File: config.mk
export PLATFORM = sky130hd
export DESIGN_NAME = lin_xlate_walker
export DESIGN_NICKNAME = d
export VERILOG_FILES = /design/src/rtl/ptw_pkg.sv /design/src/rtl/ptw_perm.sv /design/src/rtl/ptw_flag_upd.sv /design/src/rtl/lin_xlate_walker.sv
export SDC_FILE = /design/constraint.sdc
export NUM_CORES = 1
export LEC_CHECK = 0
export ABC_AREA = 0
export CAP_MARGIN = 20
export CORE_ASPECT_RATIO = 1.4
export CORE_MARGIN = 3
export CORE_UTILIZATION = 30
export DETAILED_ROUTE_END_ITERATION = 12
export GPL_TIMING_DRIVEN = 0
export PLACE_DENSITY_LB_ADDON = 0.25
export REMOVE_ABC_BUFFERS = 1
export SLEW_MARGIN = 20
export SYNTH_ARGS = -nofsm -noshare
export SYNTH_HDL_FRONTEND = slang
export SYNTH_SLANG_ARGS = --single-unit
File: constraint.sdc
create_clock -name clk -period 5.4 [get_ports clk]
set_clock_uncertainty 0.1 [all_clocks]
set_input_delay 0.54 -clock clk [delete_from_list [all_inputs] [get_ports clk]]
set_output_delay 0.54 -clock clk [all_outputs]
set_load 0.005 [all_outputs]
File: src/rtl/ptw_pkg.sv
// Shared constants and state encoding for the page table walker.
// Assumes a 32-bit entry layout with flags in the low 12 bits.
package ptw_pkg;
    localparam int BIT_P  = 0;   // present
    localparam int BIT_RW = 1;   // writable
    localparam int BIT_US = 2;   // user accessible
    localparam int BIT_A  = 5;   // accessed
    localparam int BIT_D  = 6;   // dirty
    localparam int BIT_PS = 7;   // large page (directory only)

    localparam int ERR_PROT = 0;
    localparam int ERR_WR   = 1;
    localparam int ERR_USR  = 2;

    typedef enum logic [2:0] {
        S_IDLE,
        S_DIR_RD,
        S_DIR_WR,
        S_TBL_RD,
        S_TBL_WR,
        S_DONE
    } walk_state_t;
endpackage

File: src/rtl/ptw_perm.sv
// Protection check for one directory or table entry.
// Combinational. Assumes the entry is present; the caller handles bit 0.
module ptw_perm
    import ptw_pkg::*;
#(
    parameter int EW = 32
) (
    input  logic [EW-1:0] entry,
    input  logic          is_write,
    input  logic          is_user,
    input  logic          wp_en,
    output logic          prot_fault,
    output logic          may_write
);
    logic rw, us;
    logic unused_hi;

    assign rw = entry[BIT_RW];
    assign us = entry[BIT_US];
    assign unused_hi = ^{entry[EW-1:BIT_US+1], entry[BIT_P]};

    // Decide fault and granted write right from user/supervisor rules.
    always_comb begin
        if (is_user) begin
            prot_fault = !us || (is_write && !rw);
            may_write  = rw;
        end else begin
            prot_fault = wp_en && us && is_write && !rw;
            may_write  = !wp_en || !us || rw;
        end
    end
endmodule

File: src/rtl/ptw_flag_upd.sv
// Computes the accessed/dirty-updated copy of an entry.
// Combinational. Reports whether the update changed the entry.
module ptw_flag_upd
    import ptw_pkg::*;
#(
    parameter int EW = 32
) (
    input  logic [EW-1:0] entry,
    input  logic          set_dirty,
    output logic [EW-1:0] new_entry,
    output logic          changed
);
    // Set accessed always, dirty only when requested.
    always_comb begin
        new_entry = entry;
        new_entry[BIT_A] = 1'b1;
        if (set_dirty) begin
            new_entry[BIT_D] = 1'b1;
        end
        changed = (new_entry != entry);
    end
endmodule

File: src/rtl/lin_xlate_walker.sv
// Two-level page table walker.
// Takes one request at a time and walks the directory, then the table
// (4 KB pages) or stops at the directory (4 MB pages). Accessed/dirty
// marks are written back in memory when they change. Controls are
// sampled at acceptance. The memory port holds its request until ready,
// and read data is taken in the ready cycle.
module lin_xlate_walker
    import ptw_pkg::*;
#(
    parameter int OFF_W = 12,
    parameter int IDX_W = 10
) (
    input  logic                          clk,
    input  logic                          rst_n,
    input  logic                          req_valid,
    output logic                          req_ready,
    input  logic [OFF_W+2*IDX_W-1:0]      req_addr,
    input  logic                          req_write,
    input  logic                          req_user,
    input  logic                          cfg_paging,
    input  logic                          cfg_wp,
    input  logic                          cfg_pse,
    input  logic [OFF_W+2*IDX_W-1:0]      cfg_dir_base,
    output logic                          mem_valid,
    input  logic                          mem_ready,
    output logic                          mem_write,
    output logic [OFF_W+2*IDX_W-1:0]      mem_addr,
    output logic [OFF_W+2*IDX_W-1:0]      mem_wdata,
    input  logic [OFF_W+2*IDX_W-1:0]      mem_rdata,
    output logic                          done,
    output logic                          out_fault,
    output logic [OFF_W+2*IDX_W-1:0]      out_phys,
    output logic                          out_big,
    output logic                          out_writable,
    output logic [2:0]                    out_err,
    output logic [OFF_W+2*IDX_W-1:0]      fault_addr
);
    localparam int VA_W    = OFF_W + 2*IDX_W;
    localparam int BIG_OFF = OFF_W + IDX_W;

    walk_state_t      st;
    logic [VA_W-1:0]  a_q;
    logic             w_q, u_q, wp_q, pse_q;
    logic [VA_W-1:0]  ent_addr_q, ent_q, tbl_addr_q;
    logic             to_tbl_q;

    logic [VA_W-1:0]  dir_addr, tbl_addr, upd_entry;
    logic             hs, is_big, want_dirty, upd_changed;
    logic             pm_fault, pm_write;
    logic             unused_base;

    assign unused_base = ^cfg_dir_base[OFF_W-1:0];

    // Entry addresses derived from the request and the directory entry.
    assign dir_addr = {cfg_dir_base[VA_W-1:OFF_W], {OFF_W{1'b0}}}
                    + VA_W'({req_addr[VA_W-1 -: IDX_W], 2'b00});
    assign tbl_addr = {mem_rdata[VA_W-1:OFF_W], {OFF_W{1'b0}}}
                    + VA_W'({a_q[BIG_OFF-1:OFF_W], 2'b00});

    assign hs         = mem_valid && mem_ready;
    assign is_big     = (st == S_DIR_RD) && mem_rdata[BIT_PS] && pse_q;
    assign want_dirty = w_q && ((st == S_TBL_RD) || is_big);

    ptw_perm #(.EW(VA_W)) u_perm (
        .entry      (mem_rdata),
        .is_write   (w_q),
        .is_user    (u_q),
        .wp_en      (wp_q),
        .prot_fault (pm_fault),
        .may_write  (pm_write)
    );

    ptw_flag_upd #(.EW(VA_W)) u_upd (
        .entry     (mem_rdata),
        .set_dirty (want_dirty),
        .new_entry (upd_entry),
        .changed   (upd_changed)
    );

    assign req_ready = (st == S_IDLE);
    assign done      = (st == S_DONE);
    assign mem_valid = (st == S_DIR_RD) || (st == S_DIR_WR) ||
                       (st == S_TBL_RD) || (st == S_TBL_WR);
    assign mem_write = (st == S_DIR_WR) || (st == S_TBL_WR);
    assign mem_addr  = ent_addr_q;
    assign mem_wdata = ent_q;

    // Walk sequencer: accept, read/check entries, write back, report.
    always_ff @(posedge clk) begin
        if (!rst_n) begin
            st           <= S_IDLE;
            a_q          <= '0;
            w_q          <= 1'b0;
            u_q          <= 1'b0;
            wp_q         <= 1'b0;
            pse_q        <= 1'b0;
            ent_addr_q   <= '0;
            ent_q        <= '0;
            tbl_addr_q   <= '0;
            to_tbl_q     <= 1'b0;
            out_fault    <= 1'b0;
            out_phys     <= '0;
            out_big      <= 1'b0;
            out_writable <= 1'b0;
            out_err      <= '0;
            fault_addr   <= '0;
        end else begin
            case (st)
                S_IDLE: begin
                    if (req_valid) begin
                        a_q          <= req_addr;
                        w_q          <= req_write;
                        u_q          <= req_user;
                        wp_q         <= cfg_wp;
                        pse_q        <= cfg_pse;
                        out_fault    <= 1'b0;
                        out_err      <= '0;
                        out_big      <= 1'b0;
                        ent_addr_q   <= dir_addr;
                        if (cfg_paging) begin
                            st <= S_DIR_RD;
                        end else begin
                            out_phys     <= req_addr;
                            out_writable <= 1'b1;
                            st           <= S_DONE;
                        end
                    end
                end
                S_DIR_RD: begin
                    if (hs) begin
                        if (!mem_rdata[BIT_P] || pm_fault) begin
                            out_fault  <= 1'b1;
                            out_err    <= {u_q, w_q, mem_rdata[BIT_P]};
                            fault_addr <= a_q;
                            st         <= S_DONE;
                        end else if (is_big) begin
                            out_phys     <= {mem_rdata[VA_W-1:BIG_OFF], a_q[BIG_OFF-1:0]};
                            out_big      <= 1'b1;
                            out_writable <= pm_write;
                            to_tbl_q     <= 1'b0;
                            if (upd_changed) begin
                                ent_q <= upd_entry;
                                st    <= S_DIR_WR;
                            end else begin
                                st <= S_DONE;
                            end
                        end else begin
                            tbl_addr_q <= tbl_addr;
                            to_tbl_q   <= 1'b1;
                            if (upd_changed) begin
                                ent_q <= upd_entry;
                                st    <= S_DIR_WR;
                            end else begin
                                ent_addr_q <= tbl_addr;
                                st         <= S_TBL_RD;
                            end
                        end
                    end
                end
                S_DIR_WR: begin
                    if (hs) begin
                        if (to_tbl_q) begin
                            ent_addr_q <= tbl_addr_q;
                            st         <= S_TBL_RD;
                        end else begin
                            st <= S_DONE;
                        end
                    end
                end
                S_TBL_RD: begin
                    if (hs) begin
                        if (!mem_rdata[BIT_P] || pm_fault) begin
                            out_fault  <= 1'b1;
                            out_err    <= {u_q, w_q, mem_rdata[BIT_P]};
                            fault_addr <= a_q;
                            st         <= S_DONE;
                        end else begin
                            out_phys     <= {mem_rdata[VA_W-1:OFF_W], a_q[OFF_W-1:0]};
                            out_writable <= pm_write;
                            if (upd_changed) begin
                                ent_q <= upd_entry;
                                st    <= S_TBL_WR;
                            end else begin
                                st <= S_DONE;
                            end
                        end
                    end
                end
                S_TBL_WR: begin
                    if (hs) begin
                        st <= S_DONE;
                    end
                end
                default: st <= S_IDLE;
            endcase
        end
    end

    // Result strobe is a single cycle.
    p_done_pulse_r12: assert property (@(posedge clk) disable iff (!rst_n)
        done |=> !done);

    // Memory request stays unchanged while it waits for ready.
    p_mem_hold_r12: assert property (@(posedge clk) disable iff (!rst_n)
        mem_valid && !mem_ready |=> mem_valid && $stable(mem_addr)
                                    && $stable(mem_write) && $stable(mem_wdata));

    // Any write-back carries the accessed and present marks.
    p_wb_marks_r8: assert property (@(posedge clk) disable iff (!rst_n)
        mem_valid && mem_write |-> mem_wdata[BIT_A] && mem_wdata[BIT_P]);

    // Unpaged requests finish next cycle without touching memory.
    p_unpaged_r2: assert property (@(posedge clk) disable iff (!rst_n)
        req_valid && req_ready && !cfg_paging |=> done && !mem_valid && !out_fault);

    // A fault reports the request address and its access kind.
    p_fault_info_r9: assert property (@(posedge clk) disable iff (!rst_n)
        done && out_fault |-> fault_addr == a_q && out_err[ERR_USR] == u_q
                              && out_err[ERR_WR] == w_q);

    // A large page result is never a fault.
    p_big_ok_r6: assert property (@(posedge clk) disable iff (!rst_n)
        done && out_big |-> !out_fault && pse_q);

    // No new request is taken while a walk is running.
    p_busy_r12: assert property (@(posedge clk) disable iff (!rst_n)
        mem_valid |-> !req_ready);
endmodule

==> impl_results.md, run 1 <==
* Number of global-route vias before repair at 7,879
* Critical Path End: mem_addr[9]
* Post_cts resized at 0
* Setup WS post-layout at 1.747 ns
* CTS tree: done
* RSZ-0062 raised after global routing: no
* Cell Chain, Critical Path: nand2b_4 -> nor2_4 -> buf_16 -> o21ai_4 -> and2_2 -> buf_16 -> a311oi_1
* Crit-path slowest cell: dfxtp_1
* Clock latency on the worst-skew pair at 0.51 ns
* Fin area at 0.01198 sq mm
* Final period util at 67.64%
* Worst reg2reg startpoint: st[0]
* Per-cell routed wire length at 18.70 um
* Floorplan row count at 71
* Max Transition Viols Final at 0
* Pwr Total at 4.616 mW
* Full die area at 0.03003 sq mm
* HP Class: reg2reg
* F_max at 273.8 MHz
* Post-Syn Area at 0.008388 sq mm
* Drt total wl at 29,570 um
* Crit end category: register
* Arrival @ worst endpoint at 3.95 ns
* CP max FO at 48
* Post-CTS setup buffer count at 0
* HPWL after detailed placement at 20,170 um
* Post-Syn Area per Cell at 8.160 sq um
* Total Routing Usage GR at 19.08%
* WP data required at 5.70 ns
* I/O pin count at 243
* Commonest cells post-synth: nand2_1 (280), dfxtp_1 (202), a21oi_1 (135)
* Final Wtd Congestion at 0.7545
* Finished Layout Cells at 1,581
* H-tree depth at 1
* Sequential area share after synthesis at 48.21%
* Clock buffer depth at 3
* Post-synth EDFFs at 0
* Worst path most repeated cell: buf_16
* Placed cell area at 0.01125 sq mm
* Clk slew on worst S/H paths at 0.06 ns
* Setup TNS at 0 ns
* Final Hold Vio Count at 0
* Reg2reg setup slack at 1.75 ns
* Worst relative slew slack at 42.91%
* Final antenna-violating net count at 0
* CTS root buf: clkbuf_16
* Placed insts at 1,543
* Horiz. Die Dim at 147.3 um
* Yosys cell types at 46
* Status: finished, final reports clean
* Final setup fails at 0
* Worst slew pin tran at 0.8552 ns
* Critical Path Source Type: register
* DRT iter0 DRCs at 448
* TritonCTS Buffers at 22
* Final min period at 3.653 ns
* DRC viols at 0
* Yosys reg bits at 202
* Hold_ws at 0.3475 ns
* Ys async rst share at 0%
* Via/cell ratio at 5.066
* Static leakage at 4.064 nW
* DP Worst Slack at 1.610 ns
* Initial antenna violation count at 1
* Synthesis-to-finish area growth at 42.87%
* Core Area at 0.02718 sq mm
* CTS Sinks at 202
* Vias at 8,009
* Maximum vdd drop at 0.3112 mV
* Worst R2R Path Depth at 7
* Count of nets after finishing at 1,308
* Reg-to-Reg End: mem_addr[9]
* CP Launch Point: st[0]
* Synth area leader: dfxtp_1
* First-pass GRT wire length at 45,570 um
* YS warnings at 0
* Worst Setup Path Type: reg2reg
* Cells after Synth at 1,028
* Most common cell in the netlist: nand2_1
* Top cells by area, synth: dfxtp_1 (48%), nand2_1 (13%), a21oi_1 (8.1%)
* Worst path max stage delay at 0.88 ns
* Post-synth top area share at 48.21%
* Largest net degree at the start of global routing at 74
* Max Cap Violations at 0
* Initial Util at 30.86%
* Ys flop type: dfxtp_1
* PortBufs at 228
* Util after Layout at 44.09%
* Share of cells above drive strength 1 at 7.901%
* Overflow left after global routing at 0
* Hold_buf cts at 0
* Router iterations before antenna repair at 4
* Power Density at 385.1 mW/mm^2
* Worst hold path depth at 2
* DIE HEIGHT at 203.9 um
[area by class of cell]
| class | count | area, sq um |
|---|---|---|
| clock buffers | 32 | 629.4 |
| flip-flops and latches | 202 | 4045 |
| fillers | 2766 | 15200 |
| diodes | 1 | 2.502 |
| multi-input cells | 722 | 3953 |
| repair buffers | 251 | 2808 |
| inverters | 4 | 20.02 |
| clock inverters | 4 | 70.07 |
| well taps | 365 | 456.7 |
[where the power goes]
group | leakage [nW] | total, mW | internal [mW] | switching, mW
logic | 2.08 | 1.33 | 0.627 | 0.704
clock network | 0.342 | 1.51 | 0.897 | 0.609
registers | 1.65 | 1.78 | 1.66 | 0.119
total | 4.06 | 4.62 | 3.18 | 1.43
[critical path: cells and delay by family, from the launching register on]
| family | cells | cell delay, ns |
|---|---|---|
| AOI/OAI and AO/OA | 2 | 0.45 |
| DFF | 1 | 0.88 |
| buffers and inverters | 2 | 0.47 |
| and+or+nand+nor | 3 | 1.59 |
[cell families (layout without fill, tap and decap cells)]
kind of cell / Yosys count / count (layout) / synth area share (%)
multiplexers: 11 / 11 / 1.313
flip-flops: 202 / 202 / 48.21
AND/OR/NAND/NOR: 392 / 392 / 19.81
buffers and inverters: 105 / 291 / 5.623
other: 1 / 3 / 0.04471
AO/OA/AOI/OAI: 316 / 316 / 24.90
XOR/XNOR: 1 / 1 / 0.1044
[registers in the layout, summed over array words and instances, names as in the netlist, 3 cells and up]
register	flops
tbl_addr_q	30
mem_addr	30
mem_wdata	32
out_phys	32
fault_addr	32
out_err	3
a_q	32
st	3
[worst min-delay path by stage]
stage            startpoint             end
2_1_floorplan       a_q[22]  fault_addr[22]
3_3_place_gp   mem_wdata[0]    mem_wdata[0]
3_5_place_dp   mem_wdata[0]    mem_wdata[0]
4_1_cts        mem_wdata[0]    mem_wdata[0]
5_1_grt             a_q[25]  fault_addr[25]
6_report       mem_wdata[5]    mem_wdata[5]
[placed cells by master (no fill, tap or decap), drive strengths merged]
cell / n
a21boi: 1
a21o: 1
a21oi: 136
a22oi: 31
a2bb2oi: 1
a311oi: 53
a32o: 2
a32oi: 1
a41oi: 1
and2: 3
and2b: 1
and3: 1
buf: 24
bufinv: 2
clkbuf: 32
clkdlybuf4s50: 227
clkinv: 3
conb: 2
dfxtp: 202
diode: 1
inv: 3
mux2i: 11
nand2: 281
nand2b: 5
nand3: 66
nand3b: 1
nand4: 13
nor2: 10
nor2b: 4
nor3: 5
nor4: 2
o211a: 1
o21ai: 85
o221a: 1
o32ai: 1
o41ai: 1
xnor2: 1
[layer usage]
metal	part of all wire, %	vias to the layer above	GRT usage, %
met5	0	-	0
met4	2.8	0	6.196
met3	6.5	52	3.749
met2	50	243	34.74
met1	41	3754	22.46
li1	-	3960	-
No activity file was read; power rests on OpenSTA's default activity.
==> run 2, diff against run 1 <==
clock period = 3.74 ns   (was 5.4 ns; I/O delays follow)
==> run 2 against run 1 <==
Against the previous run:
- via count grew 0.19%
- setup slack lost 1.3 ns
- maximum frequency grew 10%
- largest power group unchanged
==> impl_results.md, run 2 (same netlist as run 1, synthesis figures left out) <==
* Vias at 8,024 (+0.19%)
* Reg2reg setup slack at 0.43 ns (-1.31 ns)
* Critical Path Source Type: register
* RSZ-0062 raised after global routing: no
* Per-cell routed wire length at 18.68 um (-0.14%)
* CTS Sinks at 202 (unchanged)
* Number of global-route vias before repair at 7,879 (unchanged)
* Final Wtd Congestion at 0.7545 (unchanged)
* Post_cts resized at 0 (unchanged)
* Final period util at 88.39% (+21 points)
* I/O pin count at 243 (unchanged)
* Worst Setup Path Type: reg2reg
* HP Class: in2reg
* Max Transition Viols Final at 0 (unchanged)
* Worst slew pin tran at 0.6957 ns (-0.1595 ns)
* CTS tree: done
* Crit end category: register
* HPWL after detailed placement at 20,170 um (unchanged)
* Overflow left after global routing at 0 (unchanged)
* First-pass GRT wire length at 45,570 um (unchanged)
* DRC viols at 0 (unchanged)
* Share of cells above drive strength 1 at 7.984% (+0.082 points)
* Maximum vdd drop at 0.4485 mV (+44%)
* PortBufs at 228 (unchanged)
* Max Cap Violations at 0 (unchanged)
* Clk slew on worst S/H paths at 0.06 ns (about the same)
* Clock latency on the worst-skew pair at 0.51 ns (about the same)
* Core Area at 0.02718 sq mm (unchanged)
* Final min period at 3.306 ns (-0.3466 ns)
* Largest net degree at the start of global routing at 74 (unchanged)
* Horiz. Die Dim at 147.3 um (unchanged)
* CP max FO at 48 (unchanged)
* Floorplan row count at 71 (unchanged)
* Drt total wl at 29,530 um (-0.14%)
* F_max at 302.5 MHz (+10%)
* Most common cell after layout, fill and taps aside: nand2_1
* Router iterations before antenna repair at 4 (unchanged)
* Static leakage at 4.063 nW (about the same)
* Hold_buf cts at 0 (unchanged)
* Most frequent cells in the layout: nand2_1 (279), clkdlybuf4s50_1 (227), dfxtp_1 (200), a21oi_1 (135), nand3_1 (65)
* Total Routing Usage GR at 19.08% (unchanged)
* CTS root buf: clkbuf_16
* Via/cell ratio at 5.075 (+0.19%)
* Fin area at 0.01199 sq mm (about the same)
* Power Density at 555.6 mW/mm^2 (+44%)
* Post-CTS setup buffer count at 0 (unchanged)
* H-tree depth at 1 (unchanged)
* Count of nets after finishing at 1,308 (unchanged)
* TritonCTS Buffers at 22 (unchanged)
* DIE HEIGHT at 203.9 um (unchanged)
* WP data required at 4.04 ns (-1.66 ns)
* Placed cell area at 0.01125 sq mm (unchanged)
* Initial Util at 30.86% (unchanged)
* Synthesis-to-finish area growth at 42.88% (about the same)
* Full die area at 0.03003 sq mm (unchanged)
* Clock buffer depth at 3 (unchanged)
* Initial antenna violation count at 1 (unchanged)
* Final Hold Vio Count at 0 (unchanged)
* Worst relative slew slack at 53.47% (+11 points)
* DRT iter0 DRCs at 415 (-7.4%)
* Final setup fails at 0 (unchanged)
* Util after Layout at 44.09% (about the same)
* Final antenna-violating net count at 0 (unchanged)
* Status: finished, final reports clean
* Arrival @ worst endpoint at 3.60 ns (-0.35 ns)
-- run 2: cell counts in the layout (fill, tap and decap cells not counted) --
No cell type changed its count.
-- run 2: cell type report --
type / count / area (sq um)
inverters: 4 / 20.02
well taps: 365 / 456.7
clock buffers: 32 / 629.4
multi-input cells: 722 / 3953
diodes: 1 / 2.502
clock inverters: 4 / 70.07
flip-flops and latches: 202 / 4046
repair buffers: 251 / 2808
fillers: 2765 / 15200
-- run 2: where the power goes --
group          internal, mW  switching, mW  leakage, nW
logic                 0.905           1.02         2.08
registers              2.40          0.171         1.65
clock network          1.29          0.875        0.342
total                  4.60           2.06         4.06
-- run 2: path summary, 6_finish.rpt --
| kind | start | endpoint | cells past startpoint |
|---|---|---|---|
| setup / recovery | st[0] | mem_addr[9] | 7 |
| hold / removal | rst_n | mem_wdata[8] | 3 |
| setup reg to reg | st[0] | mem_addr[9] | 7 |
| hold reg to reg | mem_wdata[5] | mem_wdata[5] | 2 |
-- run 2: layer usage --
| metal | vias up | global-route usage, % | wire length [um] |
|---|---|---|---|
| met5 | - | 0 | 0 |
| met4 | 0 | 6.196 | 831 |
| met3 | 54 | 3.749 | 1843 |
| met2 | 244 | 34.74 | 14850 |
| met1 | 3763 | 22.46 | 12000 |
| li1 | 3963 | - | - |
-- run 2: worst max-delay path: stages (launching register included) --
cell and delay, ns:
dfxtp_2 0.62, nand2b_4 0.46, nor2_4 0.65, buf_16 0.25
o21ai_4 0.21, and2_2 0.39, buf_16 0.22, a311oi_1 0.24
-- run 2: through the flow --
stage / std cells / worst slack, ns / TNS (ns) / hold WS (ns) / total power, mW
after floorplan: 928 / -0.04185 / -1.219 / 0.3321 / 3.396
after global placement: 1521 / -6.961 / -1033.89 / 0.3350 / 4.315
after detailed placement: 1543 / 0.06219 / 0 / 0.3401 / 4.550
after CTS: 1579 / 0.03478 / 0 / 0.1954 / 6.746
after global routing: 1581 / 0.2651 / 0 / 0.2249 / 6.999
final: 1581 / 0.4341 / 0 / 0.1986 / 6.659
==> run 3, diff against run 2 <==
CORE_ASPECT_RATIO = 1.2   (was 1.4)
==> run 3 against run 2 <==
Against the previous run:
- cell count increased by 0.63%
- setup slack lost 0.11 ns
- combinational power about the same
- maximum frequency down 3.3%
- sequential share of layout area rose by 0.18 points
- core utilization down 0.49 points
==> impl_results.md, run 3 (same netlist as run 1, synthesis figures left out) <==
* Vias at 8,025 (+0.012%)
* Hold_buf cts at 0 (unchanged)
* Largest net degree at the start of global routing at 82 (+11%)
* Number of global-route vias before repair at 7,667 (-2.7%)
* Worst relative slew slack at 43.22% (-10 points)
* Most common cell after layout, fill and taps aside: nand2_1
* DIE HEIGHT at 189.2 um (-7.2%)
* Final period util at 91.43% (+3.0 points)
* Share of cells above drive strength 1 at 7.977% (about the same)
* Initial antenna violation count at 1 (unchanged)
* Maximum vdd drop at 0.3051 mV (-32%)
* Clk slew on worst S/H paths at 0.06 ns (about the same)
* HPWL after detailed placement at 20,200 um (+0.16%)
* TritonCTS Buffers at 23 (+4.5%)
* Core Area at 0.02733 sq mm (+0.55%)
* CP max FO at 48 (unchanged)
* Total Routing Usage GR at 19.50% (+0.41 points)
* Power Density at 548.1 mW/mm^2 (-1.4%)
* Placed cell area at 0.01125 sq mm (about the same)
* Worst R2R Path Depth at 8 (+1)
* F_max at 292.4 MHz (-3.3%)
* Reg2reg setup slack at 0.32 ns (-0.11 ns)
* Arrival @ worst endpoint at 3.72 ns (+0.12 ns)
* Floorplan row count at 66 (-7.0%)
* Initial Util at 30.69% (-0.17 points)
* Per-cell routed wire length at 18.88 um (+1.1%)
* Max Cap Violations at 0 (unchanged)
* Worst reg2reg startpoint: st[0]
* Via/cell ratio at 5.044 (-0.62%)
* Horiz. Die Dim at 158.6 um (+7.7%)
* DRC viols at 0 (unchanged)
* Worst Setup Path Type: reg2reg
* Full die area at 0.03001 sq mm (about the same)
* CTS root buf: clkbuf_16
* CTS tree: done
* Final antenna-violating net count at 0 (unchanged)
* Worst slew pin tran at 0.8505 ns (+0.1549 ns)
* Setup TNS at 0 ns (unchanged)
* Router iterations before antenna repair at 4 (unchanged)
* Static leakage at 4.025 nW (-0.95%)
* Clock buffer depth at 3 (unchanged)
* Final Wtd Congestion at 0.7544 (about the same)
* First-pass GRT wire length at 46,040 um (+1.0%)
* Drt total wl at 30,040 um (+1.7%)
* WP data required at 4.04 ns (about the same)
* Count of nets after finishing at 1,309 (+0.076%)
* Reg-to-Reg End: mem_addr[10]
* Util after Layout at 43.60% (-0.49 points)
* Critical Path Source Type: register
* Synthesis-to-finish area growth at 42.08%
* I/O pin count at 243 (unchanged)
* PortBufs at 228 (unchanged)
* Overflow left after global routing at 0 (unchanged)
* Fin area at 0.01192 sq mm (-0.56%)
* Final min period at 3.420 ns (+0.1136 ns)
* H-tree depth at 1 (unchanged)
* Critical Path End: mem_addr[10]
* CTS Sinks at 202 (unchanged)
* Max Transition Viols Final at 0 (unchanged)
* Status: finished, final reports clean
* Crit end category: register
* Clock latency on the worst-skew pair at 0.50 ns (about the same)
* DRT iter0 DRCs at 529 (+27%)
* Final Hold Vio Count at 0 (unchanged)
* HP Class: in2reg
* RSZ-0062 raised after global routing: no
* CP Launch Point: st[0]
* Most frequent cells in the layout: nand2_1 (279), clkdlybuf4s50_1 (227), dfxtp_1 (201), a21oi_1 (135), nand3_1 (65)
* Final setup fails at 0 (unchanged)
[run 3: cell types whose count changed in the layout (fill, tap and decap cells not counted)]
cell / before / now
buf_12: 2 / 5
buf_16: 15 / 11
buf_4: 0 / 1
bufinv_16: 2 / 0
clkinv_2: 2 / 4
clkinvlp_4: 0 / 1
dfxtp_1: 200 / 201
dfxtp_2: 2 / 1
nand3_2: 1 / 0
nand3_4: 0 / 1
[run 3: critical path, cell delays in order, from the launching register on]
cell	delay (ns)
dfxtp_1	0.87
nand2b_4	0.57
nor2_4	0.31
buf_16	0.20
o21ai_4	0.20
buf_16	0.24
and2_2	0.32
buf_16	0.23
a311oi_1	0.24
[run 3: what timing repair did]
| action | CTS | global route |
|---|---|---|
| setup endpoints to repair | 17 | 0 |
| resized for setup | 0 | 0 |
| buffers inserted | 1 | 0 |
[run 3: worst min path at each step]
stage                                 to    startpoint  cells after the start
after floorplan           fault_addr[22]       a_q[22]                      2
after global placement      mem_wdata[0]  mem_wdata[0]                      2
after detailed placement    mem_wdata[0]  mem_wdata[0]                      2
after CTS                  mem_wdata[10]         rst_n                      3
after global routing       mem_wdata[19]         rst_n                      3
final                      mem_wdata[10]         rst_n                      3
[run 3: through the flow]
| step | hold WS, ns | instances | power, mW | setup slack (ns) |
|---|---|---|---|---|
| floorplan | 0.3321 | 928 | 3.396 | -0.04185 |
| global placement | 0.3356 | 1530 | 4.336 | -7.006 |
| detailed placement | 0.3399 | 1552 | 4.557 | -0.1225 |
| CTS | 0.1979 | 1590 | 6.637 | 0.3239 |
| global route | 0.2596 | 1591 | 6.901 | 0.1017 |
| finish | 0.2083 | 1591 | 6.532 | 0.3204 |
[run 3: final cells by class]
type | count | area, sq um
Multi-Input combinational cell | 722 | 3960
Inverter | 4 | 20.02
Antenna cell | 1 | 2.502
Sequential cell | 202 | 4045
Clock buffer | 32 | 629.4
Tap cell | 374 | 467.9
Timing Repair Buffer | 251 | 2765
Fill cell | 2812 | 15420
Clock inverter | 5 | 27.53
[run 3: power by group]
part           leakage [nW]  switching [mW]  internal, mW
combinational          2.06            1.03         0.900
clock                 0.322           0.874          1.16
sequential             1.65           0.164          2.40
[run 3: per-layer routing]
layer | vias up | share of wire [%] | global-route usage (%)
li1 | 3957 | - | -
met1 | 3825 | 42 | 24.89
met2 | 210 | 50 | 33.75
met3 | 33 | 5.8 | 3.704
met4 | 0 | 1.9 | 4.700
met5 | - | 0 | 0
